**src/rtl/sa_dist_pkg.sv**
```systemverilog
package sa_dist_pkg;

   localparam int unsigned PHASE_W = 7;
   localparam int unsigned WORD_W  = PHASE_W + 1;

   // Corrected word: power bit kept, phase wraps modulo 2**PHASE_W.
   function automatic logic [WORD_W-1:0] apply_cal(input logic [WORD_W-1:0]  w,
                                                   input logic [PHASE_W-1:0] off);
      logic [PHASE_W-1:0] ph;
      ph = w[PHASE_W-1:0] + off;
      return {w[WORD_W-1], ph};
   endfunction

endpackage

```
**src/rtl/sa_dist_cal_table.sv**
```systemverilog
module sa_dist_cal_table
   import sa_dist_pkg::*;
#(
   parameter int unsigned NUM   = 16,
   parameter int unsigned IDX_W = 4
)(
   input  logic               clk,
   input  logic               rst_n,
   input  logic               wr_en,
   input  logic [IDX_W-1:0]   wr_idx,
   input  logic [PHASE_W-1:0] wr_val,
   input  logic [IDX_W-1:0]   rd_idx,
   output logic [PHASE_W-1:0] rd_val
);

   localparam logic [IDX_W:0] NUM_L = (IDX_W+1)'(NUM);

   logic [PHASE_W-1:0] mem [NUM];

   always_ff @(posedge clk or negedge rst_n) begin
      if (!rst_n) begin
         for (int i = 0; i < NUM; i++) mem[i] <= '0;
      end else if (wr_en) begin
         mem[wr_idx] <= wr_val;
      end
   end

   assign rd_val = mem[rd_idx];

   // writes only ever reach an in-range entry
   assert_cal_idx_R8: assert property (@(posedge clk) disable iff (!rst_n)
      wr_en |-> ({1'b0, wr_idx} < NUM_L));

   // a write is visible in the following cycle
   assert_cal_store_R8: assert property (@(posedge clk) disable iff (!rst_n)
      wr_en |=> (mem[$past(wr_idx)] == $past(wr_val)));

endmodule

```
**src/rtl/sa_dist_serializer.sv**
```systemverilog
module sa_dist_serializer
   import sa_dist_pkg::*;
#(
   parameter int unsigned ROW_W = 1,
   parameter int unsigned COL_W = 3
)(
   input  logic               clk,
   input  logic               rst_n,
   input  logic               sh_en,
   input  logic               sh_bit,
   input  logic               ld_en,
   input  logic [ROW_W-1:0]   ld_row,
   input  logic [COL_W-1:0]   ld_col,
   input  logic               ld_hit,
   input  logic [PHASE_W-1:0] ld_off,
   output logic               tx_bit,
   output logic               tx_busy,
   output logic [ROW_W-1:0]   tx_row,
   output logic [COL_W-1:0]   tx_col,
   output logic               tx_hit,
   output logic               tx_stb
);

   localparam int unsigned CNT_W = $clog2(WORD_W + 1);
   localparam logic [CNT_W-1:0] FULL = CNT_W'(WORD_W);
   localparam logic [CNT_W-1:0] LAST = CNT_W'(1);

   logic [WORD_W-1:0] in_sr;
   logic [WORD_W-1:0] out_sr;
   logic [CNT_W-1:0]  cnt;

   // capture side: keeps the most recent WORD_W bits
   always_ff @(posedge clk or negedge rst_n) begin
      if (!rst_n)     in_sr <= '0;
      else if (sh_en) in_sr <= {in_sr[WORD_W-2:0], sh_bit};
   end

   // delivery side: one corrected word in flight
   always_ff @(posedge clk or negedge rst_n) begin
      if (!rst_n) begin
         out_sr <= '0;
         cnt    <= '0;
         tx_row <= '0;
         tx_col <= '0;
         tx_hit <= 1'b0;
         tx_stb <= 1'b0;
      end else begin
         tx_stb <= (cnt == LAST) && tx_hit;
         if (ld_en) begin
            out_sr <= apply_cal(in_sr, ld_off);
            cnt    <= FULL;
            tx_row <= ld_row;
            tx_col <= ld_col;
            tx_hit <= ld_hit;
         end else if (cnt != '0) begin
            out_sr <= {out_sr[WORD_W-2:0], 1'b0};
            cnt    <= cnt - LAST;
         end
      end
   end

   assign tx_bit  = out_sr[WORD_W-1];
   assign tx_busy = (cnt != '0);

   // a strobe always starts a full word of shift cycles
   assert_load_full_R3: assert property (@(posedge clk) disable iff (!rst_n)
      ld_en |=> (cnt == FULL));

endmodule

```
**src/rtl/sa_dist_clk_gate.sv**
```systemverilog
module sa_dist_clk_gate (
   input  logic clk,
   input  logic rst_n,
   input  logic en_req,
   output logic en_o,
   output logic gclk
);

   logic en_q;

   // enable moves only on the falling edge, i.e. while clk is low
   always_ff @(negedge clk or negedge rst_n) begin
      if (!rst_n) en_q <= 1'b0;
      else        en_q <= en_req;
   end

   assign en_o = en_q;
   assign gclk = clk & en_q;

endmodule

```
**src/rtl/sa_module_dist.sv**
```systemverilog
module sa_module_dist
   import sa_dist_pkg::*;
#(
   parameter  int unsigned ROWS   = 2,
   parameter  int unsigned COLS   = 8,
   localparam int unsigned NUM    = ROWS * COLS,
   localparam int unsigned ROW_W  = (ROWS > 1) ? $clog2(ROWS) : 1,
   localparam int unsigned COL_W  = (COLS > 1) ? $clog2(COLS) : 1,
   localparam int unsigned ADDR_W = ROW_W + COL_W,
   localparam int unsigned IDX_W  = (NUM > 1) ? $clog2(NUM) : 1
)(
   input  logic               clk,
   input  logic               rst_n,
   input  logic               ser_shift,
   input  logic               ser_data,
   input  logic               ser_stb,
   input  logic [ADDR_W-1:0]  ser_addr,
   input  logic               cal_we,
   input  logic [ADDR_W-1:0]  cal_addr,
   input  logic [PHASE_W-1:0] cal_val,
   output logic [NUM-1:0]     mod_clk,
   output logic [ROWS-1:0]    mod_data,
   output logic [ROWS-1:0]    mod_stb
);

   if (ROWS < 1 || COLS < 1 || NUM < 2) begin : g_bad_grid
      $error("sa_module_dist: grid needs at least two elements");
   end

   // ---------------- address decode ----------------
   function automatic logic in_grid(input logic [ADDR_W-1:0] a);
      logic [ROW_W:0] r;
      logic [COL_W:0] c;
      r = {1'b0, a[ADDR_W-1 -: ROW_W]};
      c = {1'b0, a[COL_W-1:0]};
      return (r < (ROW_W+1)'(ROWS)) && (c < (COL_W+1)'(COLS));
   endfunction

   function automatic logic [IDX_W-1:0] elem_of(input logic [ADDR_W-1:0] a);
      if (!in_grid(a)) return '0;
      return IDX_W'(a[ADDR_W-1 -: ROW_W]) * IDX_W'(COLS) + IDX_W'(a[COL_W-1:0]);
   endfunction

   logic             s_hit;
   logic [IDX_W-1:0] s_idx;
   logic [IDX_W-1:0] c_idx;
   logic             c_wr;

   assign s_hit = in_grid(ser_addr);
   assign s_idx = elem_of(ser_addr);
   assign c_idx = elem_of(cal_addr);
   assign c_wr  = cal_we && in_grid(cal_addr);

   // ---------------- calibration store ----------------
   logic [PHASE_W-1:0] s_off;

   sa_dist_cal_table #(.NUM(NUM), .IDX_W(IDX_W)) u_cal (
      .clk    (clk),
      .rst_n  (rst_n),
      .wr_en  (c_wr),
      .wr_idx (c_idx),
      .wr_val (cal_val),
      .rd_idx (s_idx),
      .rd_val (s_off)
   );

   // ---------------- capture / correct / re-send ----------------
   logic             tx_bit;
   logic             tx_busy;
   logic [ROW_W-1:0] tx_row;
   logic [COL_W-1:0] tx_col;
   logic             tx_hit;
   logic             tx_stb;

   sa_dist_serializer #(.ROW_W(ROW_W), .COL_W(COL_W)) u_ser (
      .clk     (clk),
      .rst_n   (rst_n),
      .sh_en   (ser_shift),
      .sh_bit  (ser_data),
      .ld_en   (ser_stb),
      .ld_row  (ser_addr[ADDR_W-1 -: ROW_W]),
      .ld_col  (ser_addr[COL_W-1:0]),
      .ld_hit  (s_hit),
      .ld_off  (s_off),
      .tx_bit  (tx_bit),
      .tx_busy (tx_busy),
      .tx_row  (tx_row),
      .tx_col  (tx_col),
      .tx_hit  (tx_hit),
      .tx_stb  (tx_stb)
   );

   // ---------------- row fan-out ----------------
   for (genvar r = 0; r < ROWS; r++) begin : g_row
      logic sel;
      assign sel         = tx_hit && (tx_row == ROW_W'(r));
      assign mod_data[r] = sel && tx_busy && tx_bit;
      assign mod_stb[r]  = tx_stb && (tx_row == ROW_W'(r));
   end

   // ---------------- per-element clock steering ----------------
   logic [NUM-1:0] gate_req;
   logic [NUM-1:0] gate_en;

   for (genvar e = 0; e < NUM; e++) begin : g_elem
      localparam int unsigned ER = e / COLS;
      localparam int unsigned EC = e % COLS;
      assign gate_req[e] = tx_busy && tx_hit &&
                           (tx_row == ROW_W'(ER)) && (tx_col == COL_W'(EC));
      sa_dist_clk_gate u_gate (
         .clk    (clk),
         .rst_n  (rst_n),
         .en_req (gate_req[e]),
         .en_o   (gate_en[e]),
         .gclk   (mod_clk[e])
      );
   end

   // never more than one module clock enabled
   assert_single_clock_R4: assert property (@(posedge clk) disable iff (!rst_n)
      $onehot0(gate_en));

   // strobe reaches one row at most
   assert_single_strobe_R5: assert property (@(posedge clk) disable iff (!rst_n)
      $onehot0(mod_stb));

   // only the row being written may carry data, and only while shifting
   assert_idle_data_R6: assert property (@(posedge clk) disable iff (!rst_n)
      $onehot0(mod_data) && (!tx_busy -> (mod_data == '0)));

   // an off-grid word steers nothing
   assert_off_grid_R7: assert property (@(posedge clk) disable iff (!rst_n)
      (ser_stb && !s_hit) |=> ((gate_req == '0) && (mod_data == '0) && (mod_stb == '0)));

endmodule

```
**config.mk**
```make
export PLATFORM = sky130hd
export DESIGN_NAME = sa_module_dist
export DESIGN_NICKNAME = d
export VERILOG_FILES = /design/src/rtl/sa_dist_pkg.sv /design/src/rtl/sa_dist_cal_table.sv /design/src/rtl/sa_dist_serializer.sv /design/src/rtl/sa_dist_clk_gate.sv /design/src/rtl/sa_module_dist.sv
export SDC_FILE = /design/constraint.sdc
export NUM_CORES = 1
export LEC_CHECK = 0
export BUFFER_PORTS_ARGS = -buffer_cell sky130_fd_sc_hd__buf_4
export CELL_PAD_IN_SITES_DETAIL_PLACEMENT = 0
export CELL_PAD_IN_SITES_GLOBAL_PLACEMENT = 1
export CORE_MARGIN = 2
export CORE_UTILIZATION = 50
export DETAILED_ROUTE_END_ITERATION = 10
export PLACE_DENSITY = 0.76
export REMOVE_ABC_BUFFERS = 1
export SYNTH_ARGS = -nofsm -noshare
export SYNTH_HDL_FRONTEND = slang
export SYNTH_HIERARCHICAL = 1
export SYNTH_SLANG_ARGS = --single-unit
```
**constraint.sdc**
```tcl
create_clock -name clk -period 3.2 [get_ports clk]
set_input_delay 0.16 -clock clk [delete_from_list [all_inputs] [get_ports clk]]
set_output_delay 0.16 -clock clk [all_outputs]
set_load 0.01 [all_outputs]
```
==> results by group <==
Status
  • Status: finished clean

Synthesis
  • Largest area contributor in the netlist: dfrtp_1
  • Synthesized flop and latch total: around 150
  • Cells after Synth: around 510
  • Synth Flop Type: dfrtp_1
  • Sequential area share after synthesis: between 50% and 60%
  • Async SR Flop Fraction: 100%
  • Top cells by area, synth: dfrtp_1 48%, mux2_2 18%, mux4_2 8.7%, dfrtn_1 5.6%, and2_1 1.6%
  • Synth top area share: between 40% and 50%
  • Syn_area_per_cell: 14.3 um^2
  • Synth Warn #: 6
  • Mapped Area: ~0.0072 mm^2
  • Number of synthesized flops with an enable pin: 0
  • Cell variety after synth: 56

Routing
  • # DRC: 0
  • Vias per cell: roughly 5.8
  • Iter 0 DRT Violations: ~170
  • Via count: between 4,000 and 5,000
  • Drt pass-1 iters: 4
  • Post-route ant nets: 0
  • Routed wire per std cell: 20.0 um
  • WL final: 15,100 um

Floorplan
  • Die height: 124 um
  • Initial core utilization: between 50% and 60%
  • Core area: roughly 0.014 mm^2
  • Die Width: between 100 and 150 um
  • # rows: 43
  • Die area: about 0.015 mm^2
  • Boundary pin count: roughly 40

Timing
  • Clock skew: 0.0132 ns
  • Final Hold Viols: 0
  • Final Setup Violations: 0
  • Final Max Tran Viols: 0
  • TNS Setup: 0 ns
  • Worst-margin pin slew: 0.952 ns
  • Slew headroom: approximately 37%
  • RSZ-0062 raised after global routing: false

Critical path
  • Worst-case reg-to-reg path depth: 6
  • Worst r2r src: u_ser/cnt[0]
  • Critical Path RT: 1.96 ns
  • Crit path DAT: 1.85 ns
  • CP Capture Type: flop
  • Crit Path Max Fanout: 13
  • CP Launch Point: u_ser/cnt[0]
  • Startpoint Class: flop
  • CP Class: flop to flop

GRT
  • Largest net degree at the start of global routing: roughly 80
  • Antenna violations before repair: 0
  • GRT overflow: 0
  • Vias in the first global route: about 4,600
  • GRT Util Overall: ~22%
  • Global-route wire length before repair: 24,700 um

Final layout
  • N_diodes: 0
  • Nets: between 500 and 600
  • Util after Layout: 61.0%
  • Layout cell share with drive strength beyond 1: 44.2%
  • # fillers: between 1,000 and 1,500
  • Area growth syn-to-layout: 18.3%
  • Register area: 0.00385 mm^2
  • Area of the multi-input gates: 0.00320 mm^2

Place
  • PortBufs: 40
  • Post-DP HPWL: roughly 9600 um
  • GP Congestion: between 0.7 and 0.8

Power and ir drop
  • P per Cell Area: 747 mW/mm^2
  • VDD IR max: 506 uV
  • Leak Pwr: roughly 3.8 nW

Clock tree
  • Worst-path clk slew: 0.06 ns
  • CTS tree: done
  • Skew-Pair Late Insertion Delay: between 0.5 and 0.6 ns
  • Post-CTS Setup Bufs: 0

Flow run
  • Max-cap violations: 0

Min path
  • Hold Path Class: input pin to flop
  • Hold depth: 2
  • Worst Hold Launch: cal_val[2]
==> path summary, 6_finish.rpt <==
check,end,slack [ns]
worst min register to register,u_ser/out_sr[7],0.49
worst max register to register,g_elem[4].u_gate/en_o,0.11
max in group asynchronous,g_elem[3].u_gate/en_o,0.99
worst max-delay path,g_elem[4].u_gate/en_o,0.11
min in group asynchronous,u_cal/mem[97],0.23
worst min-delay path,u_cal/mem[65],0.02
==> timing repair <==
action,4_1_cts,5_1_grt
setup endpoints to repair,0,9
endpoints found under the hold margin,82,0
hold buffers,9,0
resized for setup,0,1
==> layer usage <==
layer  vias to the layer above  GRT usage, %  routed length (um)
li1                       1968             -                   -
met1                      2276          29.6                6840
met2                        95          33.9                7370
met3                        24          6.59                 604
met4                         0          11.4                 313
met5                         -             0                   0
==> cell usage after synthesis, types with 2 or more instances <==
| cell type | number |
|---|---|
| xnor2_1 | 2 |
| buf_2 | 5 |
| mux4_2 | 28 |
| a22oi_1 | 14 |
| mux2_4 | 7 |
| dfrtp_1 | 138 |
| nor2_2 | 6 |
| clkbuf_1 | 10 |
| nor3_1 | 6 |
| nand3b_1 | 3 |
| a211oi_1 | 6 |
| dfrtn_1 | 16 |
| o21ai_1 | 5 |
| nand2b_1 | 5 |
| a21oi_1 | 4 |
| buf_1 | 4 |
| nor3_2 | 6 |
| buf_6 | 2 |
| mux2_1 | 4 |
| nand2b_4 | 2 |
| nand2_1 | 17 |
| mux2_2 | 113 |
| or3_1 | 4 |
| nor2b_1 | 4 |
| ha_1 | 8 |
| mux2i_1 | 5 |
| buf_4 | 3 |
| nand3_1 | 4 |
| inv_1 | 6 |
| a21o_1 | 2 |
| nor2_1 | 19 |
| nand4b_1 | 2 |
| o21ai_0 | 4 |
| and2_1 | 19 |
==> kinds of logic (layout without fill, tap and decap cells) <==
group	Yosys count	count (layout)	share of synthesized area [%]
compound gates	41	41	3.85
xor+xnor	3	3	0.365
fa+ha+maj	9	9	1.67
buf+inv	32	102	2.17
flops	154	154	53.5
mux	157	157	29.2
other cells	1	1	0.0520
simple gates	108	108	9.25
==> power by group <==
part	internal, mW	switching (mW)	total (mW)
registers	2.38	0.245	2.63
logic	0.681	0.506	1.19
clock network	1.61	0.940	2.55
==> state kept, by name (all words and copies together) (netlist names) <==
| signal | count |
|---|---|
| u_cal/mem | 112 |
| g_elem.u_gate/en_o | 16 |
| u_ser/in_sr | 8 |
| u_ser/out_sr | 8 |
| u_ser/cnt | 4 |
| u_ser/tx_col | 3 |
| u_ser/tx_hit | 1 |
| u_ser/tx_row | 1 |
| u_ser/tx_stb | 1 |
==> layout make-up <==
cell class              count  area share [%]
multi-input cells         319            37.5
flip-flops and latches    154            45.2
inverters                   7           0.337
well taps                 180            2.64
repair buffers             39            3.74
clock buffers              42            8.90
clock inverters            14            1.69
==> critical path, stage by stage, from the launching register on <==
cell      delay (ns)
dfrtp_1         0.39
inv_1           0.10
ha_2            0.21
nor3b_4         0.24
inv_4           0.12
nand4b_1        0.19
nor3_1          0.08
==> stage by stage <==
step / worst slack [ns] / cell area, um^2 / total power [mW] / cells / hold slack (ns)
finish: 0.108 / 8530 / 6.37 / 755 / 0.0154
global route: 0.00267 / 8530 / 6.71 / 755 / 0.0126
CTS: 0.0971 / 8530 / 6.43 / 755 / 0.0108
detailed placement: 0.121 / 7650 / 3.86 / 706 / 0.254
global placement: 0.175 / 7650 / 3.80 / 706 / 0.242
floorplan: 0.102 / 7080 / 3.47 / 480 / -0.136
==> cell usage in the layout, fill, tap and decap left out, drive strengths merged, types with 3 or more instances in the layout <==
cell type / instances
a211oi: 6
a21oi: 4
a22oi: 14
and2: 21
buf: 46
clkbuf: 26
clkinv: 6
dfrtn: 16
dfrtp: 138
dlygate4sd3: 9
ha: 8
inv: 11
mux2: 124
mux2i: 5
mux4: 28
nand2: 17
nand2b: 7
nand3: 4
nand3b: 3
nor2: 25
nor2b: 4
nor3: 12
o21ai: 9
or3: 4
Note: power is estimated with default switching activity, not from simulation.
